--- config.mk ---
export PLATFORM = sky130hd
export DESIGN_NAME = ipi_tmr_ctl
export DESIGN_NICKNAME = d
export VERILOG_FILES = /design/src/rtl/ipi_tmr_pkg.sv /design/src/rtl/ipi_tmr_present.sv /design/src/rtl/ipi_tmr_decode.sv /design/src/rtl/ipi_tmr_pend.sv /design/src/rtl/ipi_tmr_rdreg.sv /design/src/rtl/ipi_tmr_ctl.sv
export SDC_FILE = /design/constraint.sdc
export NUM_CORES = 1
export LEC_CHECK = 0
export CORE_ASPECT_RATIO = 0.8
export CORE_MARGIN = 2
export CORE_UTILIZATION = 31
export CTS_CLUSTER_DIAMETER = 80
export DETAILED_ROUTE_END_ITERATION = 10
export PLACE_DENSITY = 0.87
export SLEW_MARGIN = 20
export SYNTH_ARGS = -nofsm -noshare
export SYNTH_HDL_FRONTEND = slang
export SYNTH_SLANG_ARGS = --single-unit
export TNS_END_PERCENT = 50
--- constraint.sdc ---
create_clock -name clk -period 1.01 [get_ports clk]
set_clock_uncertainty 0.15 [all_clocks]
set_input_delay 0.2525 -clock clk [delete_from_list [all_inputs] [get_ports clk]]
set_output_delay 0.2525 -clock clk [all_outputs]
set_load 0.05 [all_outputs]
--- src/rtl/ipi_tmr_pkg.sv ---
package ipi_tmr_pkg;

  localparam int unsigned MAX_CPU  = 4;
  localparam int unsigned DATA_W   = 64;
  localparam int unsigned CNT_W    = 3;
  localparam int unsigned ID_W     = 2;

  // field positions in the combined register (software decodes these)
  localparam int unsigned TMR_FLD_LSB = 4;
  localparam int unsigned IPI_FLD_LSB = 8;
  localparam int unsigned REQ_FLD_LSB = 12;
  localparam int unsigned ACK_BIT     = 28;

  typedef enum logic [1:0] {
    SEL_COMBO    = 2'd0,
    SEL_IPI_POST = 2'd1,
    SEL_IPI_PEND = 2'd2,
    SEL_TMR_PEND = 2'd3
  } reg_sel_e;

endpackage

--- src/rtl/ipi_tmr_present.sv ---
module ipi_tmr_present
  import ipi_tmr_pkg::*;
#(
  parameter int unsigned NCPU = 4
) (
  input  logic [CNT_W-1:0]   cpu_count,
  output logic [MAX_CPU-1:0] present
);

  logic [CNT_W-1:0] eff_cnt;

  always_comb begin
    if (cpu_count == '0)
      eff_cnt = CNT_W'(1);
    else if (cpu_count > CNT_W'(NCPU))
      eff_cnt = CNT_W'(NCPU);
    else
      eff_cnt = cpu_count;
  end

  for (genvar i = 0; i < MAX_CPU; i++) begin : g_pres
    if (i < NCPU) begin : g_live
      assign present[i] = (eff_cnt > CNT_W'(i));
    end else begin : g_dead
      assign present[i] = 1'b0;
    end
  end

endmodule

--- src/rtl/ipi_tmr_decode.sv ---
module ipi_tmr_decode
  import ipi_tmr_pkg::*;
(
  input  logic               wr_en,
  input  logic [1:0]         sel,
  input  logic [MAX_CPU-1:0] fld_req,
  input  logic [MAX_CPU-1:0] fld_iclr,
  input  logic [MAX_CPU-1:0] fld_tclr,
  input  logic               fld_ack,
  input  logic [MAX_CPU-1:0] dmask,
  input  logic               tick,
  input  logic [MAX_CPU-1:0] present,
  input  logic [MAX_CPU-1:0] ipi_q,
  output logic [MAX_CPU-1:0] ipi_set,
  output logic [MAX_CPU-1:0] ipi_clr,
  output logic [MAX_CPU-1:0] tmr_set,
  output logic [MAX_CPU-1:0] tmr_clr,
  output logic               err_d,
  output logic               warn_d
);

  reg_sel_e sel_e;
  assign sel_e = reg_sel_e'(sel);

  always_comb begin
    ipi_set = '0;
    ipi_clr = '0;
    tmr_clr = '0;
    err_d   = 1'b0;
    if (wr_en) begin
      unique case (sel_e)
        SEL_COMBO: begin
          ipi_set = fld_req  & present;
          ipi_clr = fld_iclr & present;
          tmr_clr = fld_tclr & present;
          err_d   = ~((|fld_req) | (|fld_iclr) | (|fld_tclr) | fld_ack);
        end
        SEL_IPI_POST: begin
          ipi_set = dmask & present;
          err_d   = ~(|dmask);
        end
        SEL_IPI_PEND: begin
          ipi_clr = dmask & present;
          err_d   = ~(|dmask);
        end
        SEL_TMR_PEND: begin
          tmr_clr = dmask & present;
          err_d   = ~(|dmask);
        end
        default: ;
      endcase
    end
    tmr_set = tick ? present : '0;
    warn_d  = |(ipi_set & ipi_q);
  end

endmodule

--- src/rtl/ipi_tmr_pend.sv ---
module ipi_tmr_pend #(
  parameter int unsigned W        = 4,
  parameter bit          SET_WINS = 1'b0
) (
  input  logic         clk,
  input  logic         rst_n,
  input  logic [W-1:0] set,
  input  logic [W-1:0] clr,
  output logic [W-1:0] q
);

  logic [W-1:0] q_r;
  logic [W-1:0] q_d;
  logic         en;

  if (SET_WINS) begin : g_set_wins
    always_comb q_d = (q_r & ~clr) | set;
  end else begin : g_clr_wins
    always_comb q_d = (q_r | set) & ~clr;
  end

  assign en = |(set | clr);

  always_ff @(posedge clk or negedge rst_n) begin
    if (!rst_n)
      q_r <= '0;
    else if (en)
      q_r <= q_d;
  end

  assign q = q_r;

endmodule

--- src/rtl/ipi_tmr_rdreg.sv ---
module ipi_tmr_rdreg
  import ipi_tmr_pkg::*;
#(
  parameter int unsigned NCPU = 4
) (
  input  logic              clk,
  input  logic              rst_n,
  input  logic              rd_en,
  input  logic [1:0]        sel,
  input  logic [ID_W-1:0]   rd_cpu,
  input  logic [NCPU-1:0]   ipi_q,
  input  logic [NCPU-1:0]   tmr_q,
  output logic [DATA_W-1:0] rdata
);

  logic [DATA_W-1:0] rd_d;
  logic [DATA_W-1:0] rd_r;
  reg_sel_e          sel_e;

  assign sel_e = reg_sel_e'(sel);

  always_comb begin
    rd_d = '0;
    unique case (sel_e)
      SEL_COMBO: begin
        rd_d[ID_W-1:0]               = rd_cpu;
        rd_d[TMR_FLD_LSB +: NCPU]    = tmr_q;
        rd_d[IPI_FLD_LSB +: NCPU]    = ipi_q;
      end
      SEL_IPI_POST: rd_d = '0;
      SEL_IPI_PEND: rd_d[NCPU-1:0] = ipi_q;
      SEL_TMR_PEND: rd_d[NCPU-1:0] = tmr_q;
      default: ;
    endcase
  end

  always_ff @(posedge clk or negedge rst_n) begin
    if (!rst_n)
      rd_r <= '0;
    else if (rd_en)
      rd_r <= rd_d;
  end

  assign rdata = rd_r;

endmodule

--- src/rtl/ipi_tmr_ctl.sv ---
module ipi_tmr_ctl
  import ipi_tmr_pkg::*;
#(
  parameter int unsigned NCPU = 4
) (
  input  logic              clk,
  input  logic              rst_n,
  input  logic [2:0]        cpu_count,
  input  logic              tick,
  input  logic              wr_en,
  input  logic              rd_en,
  input  logic [1:0]        sel,
  input  logic [63:0]       wdata,
  input  logic [1:0]        rd_cpu,
  output logic [63:0]       rdata,
  output logic [3:0]        ipi_irq,
  output logic [3:0]        tmr_irq,
  output logic              op_err,
  output logic              op_warn
);

  // reset: asserted asynchronously, released on the clock
  logic [1:0] rst_pipe;
  logic       rst_sync_n;

  always_ff @(posedge clk or negedge rst_n) begin
    if (!rst_n)
      rst_pipe <= '0;
    else
      rst_pipe <= {rst_pipe[0], 1'b1};
  end
  assign rst_sync_n = rst_pipe[1];

  logic [MAX_CPU-1:0] present;
  logic [MAX_CPU-1:0] ipi_set, ipi_clr, tmr_set, tmr_clr;
  logic [NCPU-1:0]    ipi_q, tmr_q;
  logic [MAX_CPU-1:0] ipi_q_ext;
  logic               err_d, warn_d;
  logic               err_r, warn_r;

  assign ipi_q_ext = MAX_CPU'(ipi_q);

  ipi_tmr_present #(.NCPU(NCPU)) u_present (
    .cpu_count (cpu_count),
    .present   (present)
  );

  ipi_tmr_decode u_decode (
    .wr_en    (wr_en),
    .sel      (sel),
    .fld_req  (wdata[REQ_FLD_LSB +: MAX_CPU]),
    .fld_iclr (wdata[IPI_FLD_LSB +: MAX_CPU]),
    .fld_tclr (wdata[TMR_FLD_LSB +: MAX_CPU]),
    .fld_ack  (wdata[ACK_BIT]),
    .dmask    (wdata[MAX_CPU-1:0]),
    .tick     (tick),
    .present  (present),
    .ipi_q    (ipi_q_ext),
    .ipi_set  (ipi_set),
    .ipi_clr  (ipi_clr),
    .tmr_set  (tmr_set),
    .tmr_clr  (tmr_clr),
    .err_d    (err_d),
    .warn_d   (warn_d)
  );

  // IPI: a clear in the same write overrides a post
  ipi_tmr_pend #(.W(NCPU), .SET_WINS(1'b0)) u_ipi (
    .clk   (clk),
    .rst_n (rst_sync_n),
    .set   (ipi_set[NCPU-1:0]),
    .clr   (ipi_clr[NCPU-1:0]),
    .q     (ipi_q)
  );

  // timer: a tick overrides a clear in the same cycle
  ipi_tmr_pend #(.W(NCPU), .SET_WINS(1'b1)) u_tmr (
    .clk   (clk),
    .rst_n (rst_sync_n),
    .set   (tmr_set[NCPU-1:0]),
    .clr   (tmr_clr[NCPU-1:0]),
    .q     (tmr_q)
  );

  ipi_tmr_rdreg #(.NCPU(NCPU)) u_rd (
    .clk    (clk),
    .rst_n  (rst_sync_n),
    .rd_en  (rd_en),
    .sel    (sel),
    .rd_cpu (rd_cpu),
    .ipi_q  (ipi_q),
    .tmr_q  (tmr_q),
    .rdata  (rdata)
  );

  always_ff @(posedge clk or negedge rst_sync_n) begin
    if (!rst_sync_n) begin
      err_r  <= 1'b0;
      warn_r <= 1'b0;
    end else begin
      err_r  <= err_d;
      warn_r <= warn_d;
    end
  end

  assign ipi_irq = MAX_CPU'(ipi_q);
  assign tmr_irq = MAX_CPU'(tmr_q);
  assign op_err  = err_r;
  assign op_warn = warn_r;

endmodule

==> metrics.txt, run 1 <==
die area=5795 um2; mean routed wirelength per cell=15.31 um; largest stage delay on the critical path=430 ps; CTS tree=done; critical path, cell by cell=buf_6 -> buf_12; #FFs+latches synth=24; Max-Cap Viols=0; power share of the combinational group=50.9%; WP buf/inv=2; Worst-Skew Late Latency=270 ps; antenna viol nets, final=0; synth unique cells=30; largest area contributor in the netlist=dfrtp_1; worst setup margin=-368.0 ps; post-synthesis compound-gate area fraction=17.78%; Final Max Tran Viols=0; via/cell ratio=4.716; CTS root buf=clkbuf_8; dpl ws=-1119 ps; TritonCTS buffer count=3; slowest CP cell=dfrtp_2; Layout area overhead=79.66%; first-pass GRT wire length=7265 um; Synth Cell Area=1612 um2; post-synthesis adder-cell area fraction=3.106%; xor and xnor fraction of the mapped netlist area=0%; number of diodes=0; Hold Fails Final Rpt=0; Tmin final=1378 ps; initial DRC count=90; switching pwr=0.001679 W; CP Max Fanout=3; mux contribution to synthesized area=1.398%; Pint=0.002505 W; Min-Delay Path Class=reg -> async; CP required=610 ps; main area contributors after synthesis=dfrtp_1 37%, buf_4 25%, a22oi_1 6.5%; hold_ws=57.00 ps; WL final=5066 um; yosys warns=0; Syn Inst Count=178; crit-path leading delay family=flip-flops; Critical Path End Type=primary output; Finished Core Util=57.82%; WS Path Type=reg -> out; DR pass1 iterations=4; clock transition at the registers of the reported paths=90 ps; R2R depth=4; PD cells=1445 nW/um2; startpoint class of the critical path=register; total track usage=16.28%; clock power share=20.6%; # nets final=350; Core ar.=5007 um2; # clock sinks=24; largest family of logic cells by synthesized area=buffers and inverters; Async S/R FF share, synth=100.0%; Post-synth EDFFs=0; violated checks=negative setup slack; RSZ-0062 raised after global routing=true; VDD IR-drop max=968.4 uV; Synth Flop Type=dfrtp_1; post-synthesis sequential area ratio=37.27%; fmax=725.7 MHz; syn avg cell area=9.054 um2; largest net degree at the start of global routing=23; # port buffers=50; Final setup violation count=41; sw frac=40.13%; Synth Area in Simple Gates=10.79%; Worst R2R End=u_rd.rdata[0]$_DFFE_PN0P_; WP data arrival=980 ps; status=finished with violations; gr ovfl total=0; detailed placer's ending HPWL=3438 um; initial antenna violation count=0; I/O pin count=150; vias in the first global route=1468; sequential cell fraction of total power=28.4%; site row count=23; routability cong.=0.8895; height of the die=68.49 um; Max clock buf depth=2; top-area cell type share of the netlist area=37.27%; flop2flop setup slack=-310 ps; drc violations=0; Total Power=0.004185 W; r2r startpoint=u_tmr.q[0]$_DFFE_PN0P_; Die Width=84.61 um; layout cells sized above 1=42.38%; vias=1561; Tcrit/Tclk final=136.4%; Pleak=1.397 nW; CTS H-tree depth=1; initial core utilization=32.18%
-- cell families (layout without fill, tap and decap cells) --
family	count (synthesis)	in the layout
multiplexers	2	2
AO/OA/AOI/OAI	42	42
adder cells (fa/ha/maj)	4	4
buffers and inverters	70	110
AND/OR/NAND/NOR	34	34
flip-flops	24	24
other	2	53
-- layout make-up --
cell class | count | area [um2]
clock inverter | 1 | 30.03
clock buffer | 3 | 41.29
inverter | 11 | 66.31
timing repair buffer | 95 | 1166
tap | 62 | 77.57
sequential | 24 | 610.6
multi-input combinational | 135 | 903.4
fill | 393 | 2112
-- state kept, by name, indices dropped and copies added, names as in the netlist --
signal,count
op_warn,1
u_tmr.q,4
u_rd.rdata,12
rst_pipe,2
op_err,1
u_ipi.q,4
-- placed cells by master, fill, tap and decap left out, drive strengths merged --
cell            n
clkbuf          5
a22oi          14
clkdlybuf4s50   7
dlygate4sd3     1
o31ai           1
o21ai          13
nor4b           1
mux2            2
nor3            1
nand2           7
conb           53
nand2b          2
a22o            4
inv            10
dlygate4sd2     7
a221o           1
nor4            2
o22a            4
dfrtp          24
bufinv          1
or3b            1
dlymetal6s2s   11
nand3b          1
nand3           9
a21o            1
o22ai           1
a21oi           3
buf            67
clkinv          1
and3            1
ha              4
nor2            8
nand4           1
-- synthesized netlist by cell type (4+ instances only) --
library cell	n
o22a_1	4
nand2_1	7
a22o_1	4
a22oi_1	14
nand3_1	9
buf_4	53
o21ai_0	13
ha_1	4
dfrtp_1	24
nor2_1	8
inv_1	11
-- what timing repair did --
action | CTS | global route
pin swaps | 11 | 18
hold endpoints to repair | 2 | 0
setup endpoints to repair | 44 | 41
buffers inserted | 7 | 10
hold buffers | 1 | 0
cloned | 1 | 0
resized for setup | 42 | 47
-- worst max path at each step --
stage / startpoint / end / slack (ps) / cells after the start
5_1_grt: u_ipi.q[1]$_DFFE_PN0P_ / ipi_irq[1] / -390 / 2
4_1_cts: sel[1] / u_tmr.q[3]$_DFFE_PN0P_ / -360 / 7
6_report: u_tmr.q[0]$_DFFE_PN0P_ / tmr_irq[0] / -370 / 2
3_5_place_dp: sel[1] / op_warn$_DFF_PN0_ / -1120 / 7
3_3_place_gp: sel[1] / op_warn$_DFF_PN0_ / -1070 / 7
2_1_floorplan: sel[1] / u_tmr.q[3]$_DFFE_PN0P_ / -400 / 5
-- power groups by stage --
stage	logic (W)	registers, W	clock network [W]
after CTS	0.00197	0.00119	0.000877
after global placement	0.00182	0.00121	0
after floorplan	0.000824	0.00155	0
after detailed placement	0.00184	0.00122	0
after global routing	0.00222	0.00120	0.000922
final	0.00213	0.00119	0.000864
-- routing by layer --
metal,vias up,global-route usage (%),part of all wire [%]
met5,-,0,0
met4,0,4.365,3.0
met3,20,3.690,5.9
met2,83,30.22,51
met1,768,19.39,40
li1,690,-,-
-- stage by stage --
step | cell area (um2) | cells | TNS [ps]
final | 2895 | 331 | -9011
after global routing | 2895 | 331 | -10230
after CTS | 2688 | 323 | -9359
after detailed placement | 2471 | 310 | -19800
after global placement | 2471 | 310 | -18830
after floorplan | 1916 | 229 | -3828
(Power assumes the default switching activity.)
==> run 2: changes to the inputs <==
SLEW_MARGIN = default   (was 20)
==> results of run 2 <==
The final DEF is identical to that of run 1; final timing and power are the same.
